===== config.mk =====
export PLATFORM = sky130hd
export DESIGN_NAME = tmr_unit
export DESIGN_NICKNAME = d
export VERILOG_FILES = /design/src/rtl/tmr_pkg.sv /design/src/rtl/tmr_prescaler.sv /design/src/rtl/tmr_channel.sv /design/src/rtl/tmr_unit.sv
export SDC_FILE = /design/constraint.sdc
export NUM_CORES = 1
export LEC_CHECK = 0
export ABC_AREA = 0
export BUFFER_PORTS_ARGS = -buffer_cell sky130_fd_sc_hd__buf_2
export CAP_MARGIN = 20
export CELL_PAD_IN_SITES_DETAIL_PLACEMENT = 0
export CELL_PAD_IN_SITES_GLOBAL_PLACEMENT = 2
export CORE_ASPECT_RATIO = 0.9
export CORE_MARGIN = 2
export CORE_UTILIZATION = 33
export DETAILED_ROUTE_END_ITERATION = 10
export GPL_TIMING_DRIVEN = 0
export PLACE_DENSITY_LB_ADDON = 0.1
export SLEW_MARGIN = 25
export SYNTH_ARGS = -nofsm -noshare
export SYNTH_HDL_FRONTEND = slang
export SYNTH_SLANG_ARGS = --single-unit

===== constraint.sdc =====
create_clock -name clk -period 2.5 [get_ports clk]
set_input_delay 0.5 -clock clk [delete_from_list [all_inputs] [get_ports clk]]
set_output_delay 0.5 -clock clk [all_outputs]
set_load 0.02 [all_outputs]

===== src/rtl/tmr_pkg.sv =====
`timescale 1ns/1ps
package tmr_pkg;
    localparam int NUM_TMR    = 3;
    localparam int IDX_W      = $clog2(NUM_TMR);
    localparam int DIV_W      = 8;
    localparam int CNT_W      = 4;
    localparam int BUS_AW     = 8;
    localparam int BUS_DW     = 8;
    localparam int FAST_RATIO = 16;
    localparam int SLOW_RATIO = 128;
    localparam int FAST_IDX   = 2;

    localparam logic [BUS_AW-1:0] ADDR_CTRL     = 8'hF1;
    localparam logic [BUS_AW-1:0] ADDR_DIV0     = 8'hFA;
    localparam logic [BUS_AW-1:0] ADDR_DIV_LAST = ADDR_DIV0 + BUS_AW'(NUM_TMR - 1);
    localparam logic [BUS_AW-1:0] ADDR_OUT0     = 8'hFD;
    localparam logic [BUS_AW-1:0] ADDR_OUT_LAST = ADDR_OUT0 + BUS_AW'(NUM_TMR - 1);

    typedef enum logic [1:0] {SEL_NONE, SEL_CTRL, SEL_DIV, SEL_OUT} reg_sel_e;
    typedef enum logic {BASE_SLOW, BASE_FAST} base_e;

    typedef struct packed {
        reg_sel_e         sel;
        logic [IDX_W-1:0] idx;
    } reg_hit_t;

    typedef struct packed {
        logic [DIV_W-1:0] stage;
        logic [CNT_W-1:0] count;
    } tmr_state_t;

    function automatic base_e base_of(int idx);
        return (idx == FAST_IDX) ? BASE_FAST : BASE_SLOW;
    endfunction

    function automatic reg_hit_t decode(logic [BUS_AW-1:0] a);
        reg_hit_t h;
        h.sel = SEL_NONE;
        h.idx = '0;
        if (a == ADDR_CTRL) begin
            h.sel = SEL_CTRL;
        end else if (a >= ADDR_DIV0 && a <= ADDR_DIV_LAST) begin
            h.sel = SEL_DIV;
            h.idx = IDX_W'(a - ADDR_DIV0);
        end else if (a >= ADDR_OUT0 && a <= ADDR_OUT_LAST) begin
            h.sel = SEL_OUT;
            h.idx = IDX_W'(a - ADDR_OUT0);
        end
        return h;
    endfunction
endpackage


===== src/rtl/tmr_prescaler.sv =====
`timescale 1ns/1ps
// Shared free-running divider of the clock enable. Both ratios are powers
// of two and the fast ratio divides the slow one, so every slow tick is
// also a fast tick.
module tmr_prescaler #(
    parameter int FAST = 16,
    parameter int SLOW = 128
) (
    input  logic clk,
    input  logic rst,
    input  logic ce,
    output logic tick_fast,
    output logic tick_slow
);
    localparam int PW = $clog2(SLOW);
    localparam int FW = $clog2(FAST);

    logic [PW-1:0] phase;

    always_ff @(posedge clk) begin
        if (rst)     phase <= '0;
        else if (ce) phase <= phase + 1'b1;
    end

    assign tick_fast = ce && (phase[FW-1:0] == '1);
    assign tick_slow = ce && (phase == '1);
endmodule


===== src/rtl/tmr_channel.sv =====
`timescale 1ns/1ps
// One interval timer: a stage counter that compares against the divisor
// and an output counter that a bus read empties.
module tmr_channel
    import tmr_pkg::*;
(
    input  logic             clk,
    input  logic             rst,
    input  logic             base_tick,
    input  logic             run,
    input  logic             restart,
    input  logic             rd_clr,
    input  logic [DIV_W-1:0] divisor,
    output logic [CNT_W-1:0] count,
    output logic             fire
);
    tmr_state_t st;

    assign fire  = run && base_tick && (st.stage == divisor);
    assign count = st.count;

    always_ff @(posedge clk) begin
        if (rst || restart) begin
            st <= '0;
        end else begin
            if (run && base_tick)
                st.stage <= fire ? '0 : st.stage + 1'b1;
            if (rd_clr)
                st.count <= fire ? CNT_W'(1) : '0;
            else if (fire)
                st.count <= st.count + 1'b1;
        end
    end
endmodule


===== src/rtl/tmr_unit.sv =====
`timescale 1ns/1ps
module tmr_unit
    import tmr_pkg::*;
#(
    parameter int FAST_RATIO_P = FAST_RATIO,
    parameter int SLOW_RATIO_P = SLOW_RATIO
) (
    input  logic              clk,
    input  logic              rst,
    input  logic              cpu_ce,
    input  logic [BUS_AW-1:0] bus_addr,
    input  logic [BUS_DW-1:0] bus_wdata,
    input  logic              bus_we,
    input  logic              bus_re,
    output logic [BUS_DW-1:0] bus_rdata
);
    reg_hit_t                         hit;
    logic                             wr_ctrl;
    logic                             tick_fast;
    logic                             tick_slow;
    logic [NUM_TMR-1:0]               run_q;
    logic [NUM_TMR-1:0]               fire_w;
    logic [NUM_TMR-1:0][CNT_W-1:0]    cnt_all;

    assign hit     = decode(bus_addr);
    assign wr_ctrl = bus_we && (hit.sel == SEL_CTRL);

    always_ff @(posedge clk) begin
        if (rst)          run_q <= '0;
        else if (wr_ctrl) run_q <= bus_wdata[NUM_TMR-1:0];
    end

    tmr_prescaler #(
        .FAST (FAST_RATIO_P),
        .SLOW (SLOW_RATIO_P)
    ) i_prescaler (
        .clk       (clk),
        .rst       (rst),
        .ce        (cpu_ce),
        .tick_fast (tick_fast),
        .tick_slow (tick_slow)
    );

    for (genvar i = 0; i < NUM_TMR; i++) begin : g_tmr
        logic [DIV_W-1:0] div_q;
        logic             base_w;
        logic             restart_w;
        logic             rd_clr_w;

        always_ff @(posedge clk) begin
            if (rst)
                div_q <= '0;
            else if (bus_we && hit.sel == SEL_DIV && hit.idx == IDX_W'(i))
                div_q <= bus_wdata[DIV_W-1:0];
        end

        if (base_of(i) == BASE_FAST) begin : g_fast
            assign base_w = tick_fast;
        end else begin : g_slow
            assign base_w = tick_slow;
        end

        assign restart_w = wr_ctrl && bus_wdata[i] && !run_q[i];
        assign rd_clr_w  = bus_re && (hit.sel == SEL_OUT) && (hit.idx == IDX_W'(i));

        tmr_channel i_channel (
            .clk       (clk),
            .rst       (rst),
            .base_tick (base_w),
            .run       (run_q[i]),
            .restart   (restart_w),
            .rd_clr    (rd_clr_w),
            .divisor   (div_q),
            .count     (cnt_all[i]),
            .fire      (fire_w[i])
        );
    end

    always_comb begin
        bus_rdata = '0;
        if (hit.sel == SEL_OUT)
            bus_rdata = BUS_DW'(cnt_all[hit.idx]);
    end
endmodule


[After elaboration in Yosys (flattened, before gate mapping)]
Cells that the tools add are included.
Storage, ports and cells
  bits in registers: 70
  bits of input ports: 21
  output and inout bits: 8
  word-level logic and storage cells: 90
Cells by class
  $add $sub $neg: 9
  $lt $le $gt $ge: 5
  equal/unequal tests: 11
  mux-type cells: 19
  reductions and logical operators: 35
Operators by type and width (count)
  two-way mux 4 bit: 10
  logical AND 1 bit: 25
  adder 8 x 1 -> 8 bit (second input constant): 3
  equality test 8 bit: 3
  two-way mux 8 bit: 3
  greater-or-equal comparator 8 bit (second input constant): 2
  less-or-equal comparator 8 bit (second input constant): 2
  adder 4 x 1 -> 4 bit (second input constant): 3
  binary-select mux 4 bit (select 2 bit): 1
  equality test 8 bit (second input constant): 1
  adder 7 x 1 -> 7 bit (second input constant): 1
  equality test 7 bit (second input constant): 1
  equality test 2 bit (second input constant): 3
  nonzero test 2 bit: 3
  equality test 2 x 1 -> 1 bit (second input constant): 2
  equality test 4 bit (second input constant): 1
  two-way mux 2 bit: 2
  zero test 1 bit: 3
  logical OR 1 bit: 3
  < comparator 2 x 3 -> 1 bit (second input constant): 1
  two-way mux 1 bit: 3
  zero test 2 bit: 1
  subtractor 2 x 1 -> 2 bit (second input constant): 1
  subtractor 2 bit (second input constant): 1

[Longest topological paths before layout]
  word-level depth: 10
  depth in mapped cells: 9
  depth with buffers taken out: 8

[Hierarchy]
Synthesis repeated with hierarchy kept, for this count alone.
Unflattened totals
  cell total of the unflattened synthesis: 419
  area total of the unflattened synthesis: 3945.0 um^2
By module, submodules not included
  tmr_channel: times used 3, cells each 81, area an instance 755.7 um^2, seq. area each 240.2 um^2
  tmr_unit: times used 1, cells each 145, area an instance 1376.3 um^2, seq. area each 540.5 um^2
  tmr_prescaler: times used 1, cells each 31, area an instance 301.5 um^2, seq. area each 140.1 um^2

[Worst setup path before layout]
Ideal clock, no wire load.
  path kind: input to output
  from: input port bus_addr[1]
  to: output port bus_rdata[0]
  arrival: 2.047 ns
  required time: 2.000 ns
  path slack: -0.047 ns
  cell stages on the path: 8
  path buffers: 0
  path through: inv_2 -> ha_1 -> and2b_1 -> or4_4 -> a21oi_4 -> and2_2 -> a2bb2oi_1 -> nor2_1
On the way
  cells in the longest elaborated chain, start to end: 8
  elaborated cells between the ends (all ways): 17
  those cells by class: 2 x add/sub; 4 x order compare; 2 x eq/ne; 7 x mux; 2 x reduce/logical
Ends and longest elaborated chain
  start: declaration: RTL line tmr_unit.sv:11  | input logic [BUS_AW-1:0] bus_addr,
  greater-or-equal comparator 8 bit / less-or-equal comparator 8 bit (equally long branches): RTL line tmr_pkg.sv:45  | end else if (a >= ADDR_OUT0 && a <= ADDR_OUT_LAST) begin
  logical AND 1 bit: RTL line tmr_pkg.sv:45
  two-way mux 4 bit: RTL line tmr_pkg.sv:45
  two-way mux 4 bit: RTL line tmr_pkg.sv:42  | end else if (a >= ADDR_DIV0 && a <= ADDR_DIV_LAST) begin
  two-way mux 2 bit: RTL line tmr_pkg.sv:40  | if (a == ADDR_CTRL) begin
  binary-select mux 4 bit (select 2 bit): RTL line tmr_unit.sv:82  | bus_rdata = BUS_DW'(cnt_all[hit.idx]);
  two-way mux 4 bit (implied by the code): RTL line tmr_unit.sv:82
  two-way mux 4 bit (*): RTL line tmr_unit.sv:81  | if (hit.sel == SEL_OUT)
  end: declaration: RTL line tmr_unit.sv:15  | output logic [BUS_DW-1:0] bus_rdata
Mark *: on every way between the ends. The rest lies on a longest branch, timed or not. The select of a mux whose other input is x is not followed.

[Worst setup path in the final report]
  from: input port bus_addr[1]
  to: output port bus_rdata[3]
The elaborated chain is that of the path after synthesis.

==> summary.md <==
| Metric | Value |
|---|---|
| #FFs+latches synth | `70` |
| FILL cells | `around 1000` |
| Clk buf depth | `2` |
| Post-DR vias/cell | `4.88` |
| Async set-reset flop share out of synthesis | `0%` |
| CP max FO | `6` |
| Core Area | `around 10000 µm²` |
| Fin crit period | `between 2000 and 3000 ps` |
| Worst path max stage delay | `450 ps` |
| Min Hold Slack | `445 ps` |
| Row count | `35` |
| Compound-gate portion of the synthesized area | `~7.2%` |
| Fin crit share | `109%` |
| Min setup slack post-route | `-216 ps` |
| Slowest cell on the critical path | `or4_4` |
| # setup viols final | `9` |
| CTS Buf Count | `9` |
| Total Power | `2.55 mW` |
| Min-Delay Path Class | `in2reg` |
| Initial DRC count | `115` |
| Number of flops mapped to enable cells by yosys | `0` |
| Slew Viols, Final | `0` |
| Initial Utilization | `roughly a third` |
| First-pass GRT wire length | `14100 µm` |
| Warnings from Yosys | `0` |
| Via count | `2820` |
| Failing checks | `design-rule violations, negative setup slack` |
| Drt first pass iters | `7` |
| Peak Freq | `368 MHz` |
| Final HPWL DP | `slightly above 6000 µm` |
| Main synth FF type | `dfxtp_1` |
| CP bufs+invs | `4` |
| Layout Utilization | `around 42%` |
| Nets | `about 480` |
| Slew margin rel. | `a little over half` |
| Clock transition at the registers of the reported paths | `~60 ps` |
| Die width | `113 µm` |
| XOR/XNOR Fraction of Synth Area | `between 10% and 20%` |
| Critical Path Source Type | `input pin` |
| Sum Neg Setup Slack | `-847 ps` |
| Vias in the first global route | `2712` |
| Synth-to-Final Area Change | `23.6%` |
| Worst path arrival time | `~2200 ps` |
| # port buffers | `24` |
| Run status | `finished, violations left` |
| Critical path class | `in2out` |
| Worst-case vdd ir drop | `0.321 mV` |
| Maxcap violations | `0` |
| Clock sink count | `70` |
| Yosys cell types | `48` |
| Sequential cell area fraction in the yosys report | `about two fifths` |
| Commonest non-fill, non-tap cells in the layout | `nor2_1, dfxtp_1, mux2i_1, nand2_1, xor2_1` |
| TritonCTS clock tree | `done` |
| Post-Synth Simple-Gate Area | `about a quarter` |
| Cells after synthesis | `~400` |
| RSZ-0062 raised after global routing | `true` |
| Worst setup EP type | `primary output` |
| Share of cells above drive strength 1 | `between 10% and 20%` |
| Initial antenna violation count | `0` |
| Pin count of the biggest net entering global routing | `14` |
| Wire per inst | `14.6 µm` |
| Multiplexer area fraction after synthesis | `under 10%` |
| Die height | `~100 µm` |
| Worst-Margin Slew | `between 600 and 700 ps` |
| DRT antenna net count | `0` |
| PD cells | `just under 600 nW/µm²` |
| Gpl congestion | `approximately 0.74` |
| Worst skew pair latency | `340 ps` |
| Root buffer cell | `clkbuf_16` |
| DRC Markers | `4` |
| Commonest non-fill, non-tap cell in the layout | `nor2_1` |
| Synth Area in Adders | `about 3.6%` |
| H-tree levels | `3` |
| Cell Area, Synth | `approximately 3500 µm²` |
| GRT overflow | `0` |
| Leakage | `between 1.5 and 2 nW` |
| Worst path top cell family by delay | `simple AND/OR/NAND/NOR gates` |
| Fin Clk Skew | `around 7 ps` |
| GRT Total Usage | `between 10% and 20%` |
| DRT Wirelength | `roughly 8400 µm` |
| Req. time, crit path | `2000 ps` |
| Die area | `11500 µm²` |
| CP Cell Sequence | `buf_12 -> clkinv_8 -> ha_4 -> and2b_2 -> or4_4 -> a21oi_4 -> buf_4 -> a2bb2oi_1 -> nor2_2 -> buf_6` |
| Final Hold Vio Count | `0` |
| Io pins | `29` |
| Synthesized area per cell | `between 8 and 9 µm²` |
| Largest family of logic cells by synthesized area | `simple AND/OR/NAND/NOR gates` |
| ANT cells | `0` |
power breakdown:
group	total [mW]	switching (mW)	internal (mW)
registers	1.12	0.00364	1.12
logic	0.144	0.0841	0.0603
clock network	1.29	0.507	0.779
total	2.55	0.595	1.96
cell usage after synthesis (3+ instances only):
library cell,number,area share (%)
xnor2_1,25,6.2
a31o_2,3,0.75
a2bb2oi_1,4,1.0
mux2i_1,32,9.1
dfxtp_1,70,40
a21oi_1,14,2.0
buf_4,4,0.85
inv_1,7,0.75
or3_1,3,0.53
nor3_1,6,0.85
nand2_1,27,2.9
nand3_1,17,2.4
nor4_1,4,0.71
clkbuf_1,3,0.32
nor2_1,76,8.1
xor2_1,27,6.7
ha_1,10,3.6
nand4_1,16,2.8
o21ai_0,4,0.57
and3_1,4,0.71
and4_1,4,1.0
worst reg2reg max path, delay by kind of cell (launching register included):
family / cells / cell delay [ps]
fa+ha+maj: 1 / 210
flops: 1 / 370
compound gates: 1 / 140
simple gates: 4 / 1500
path summary, 6_finish.rpt:
| path | slack [ps] | start | to | cells past startpoint |
|---|---|---|---|---|
| hold reg to reg | 470 | g_tmr[0].div_q[1]$_SDFFE_PP0P_ | g_tmr[0].div_q[1]$_SDFFE_PP0P_ | 2 |
| hold / removal | 450 | bus_wdata[4] | g_tmr[1].div_q[4]$_SDFFE_PP0P_ | 3 |
| setup reg to reg | 220 | i_prescaler.phase[0]$_SDFFE_PP0P_ | g_tmr[1].i_channel.count[3]$_SDFFE_PP0P_ | 6 |
| setup / recovery | -220 | bus_addr[1] | bus_rdata[3] | 10 |
stage by stage:
stage / cells / setup slack (ps) / instance area [µm²]
after floorplan: 399 / 33.1 / 3540
after global placement: 552 / -503 / 3820
after detailed placement: 552 / -485 / 3820
after CTS: 576 / -275 / 4300
after global routing: 578 / -281 / 4350
final: 578 / -216 / 4350
layout make-up:
type / count / area [µm²] / share of cell area, %
Clock buffer: 10 / 229 / 5.26
Buffer: 10 / 75.1 / 1.73
Tap cell: 129 / 161 / 3.71
Inverter: 8 / 42.5 / 0.978
Timing Repair Buffer: 35 / 258 / 5.92
Multi-Input combinational cell: 310 / 2110 / 48.5
Sequential cell: 70 / 1400 / 32.2
Clock inverter: 6 / 71.3 / 1.64
cells by family (layout without fill, tap and decap cells):
family	Yosys count	count (layout)
AO/OA/AOI/OAI	38	38
XOR/XNOR	52	52
multiplexers	32	32
adder cells (fa/ha/maj)	10	10
flip-flops	70	70
buffers and inverters	19	69
other	1	4
AND/OR/NAND/NOR	174	174
flip-flops by register name, indices dropped and copies added (netlist names):
register               cells
g_tmr.div_q               24
g_tmr.i_channel.st        24
g_tmr.i_channel.count     12
i_prescaler.phase          7
run_q                      3
timing repair:
action	4_1_cts	5_1_grt
setup endpoints to repair	8	15
gates cloned	0	0
pin swaps	5	8
hold buffers	0	0
resized for setup	31	7
setup buffers	8	3
metal layers:
metal | part of all wire [%] | track usage (%)
met1 | 50 | 21.5
met2 | 44 | 24.6
met3 | 4.8 | 3.97
met4 | 1.7 | 5.53
met5 | 0 | 0
(Power assumes the default switching activity.)
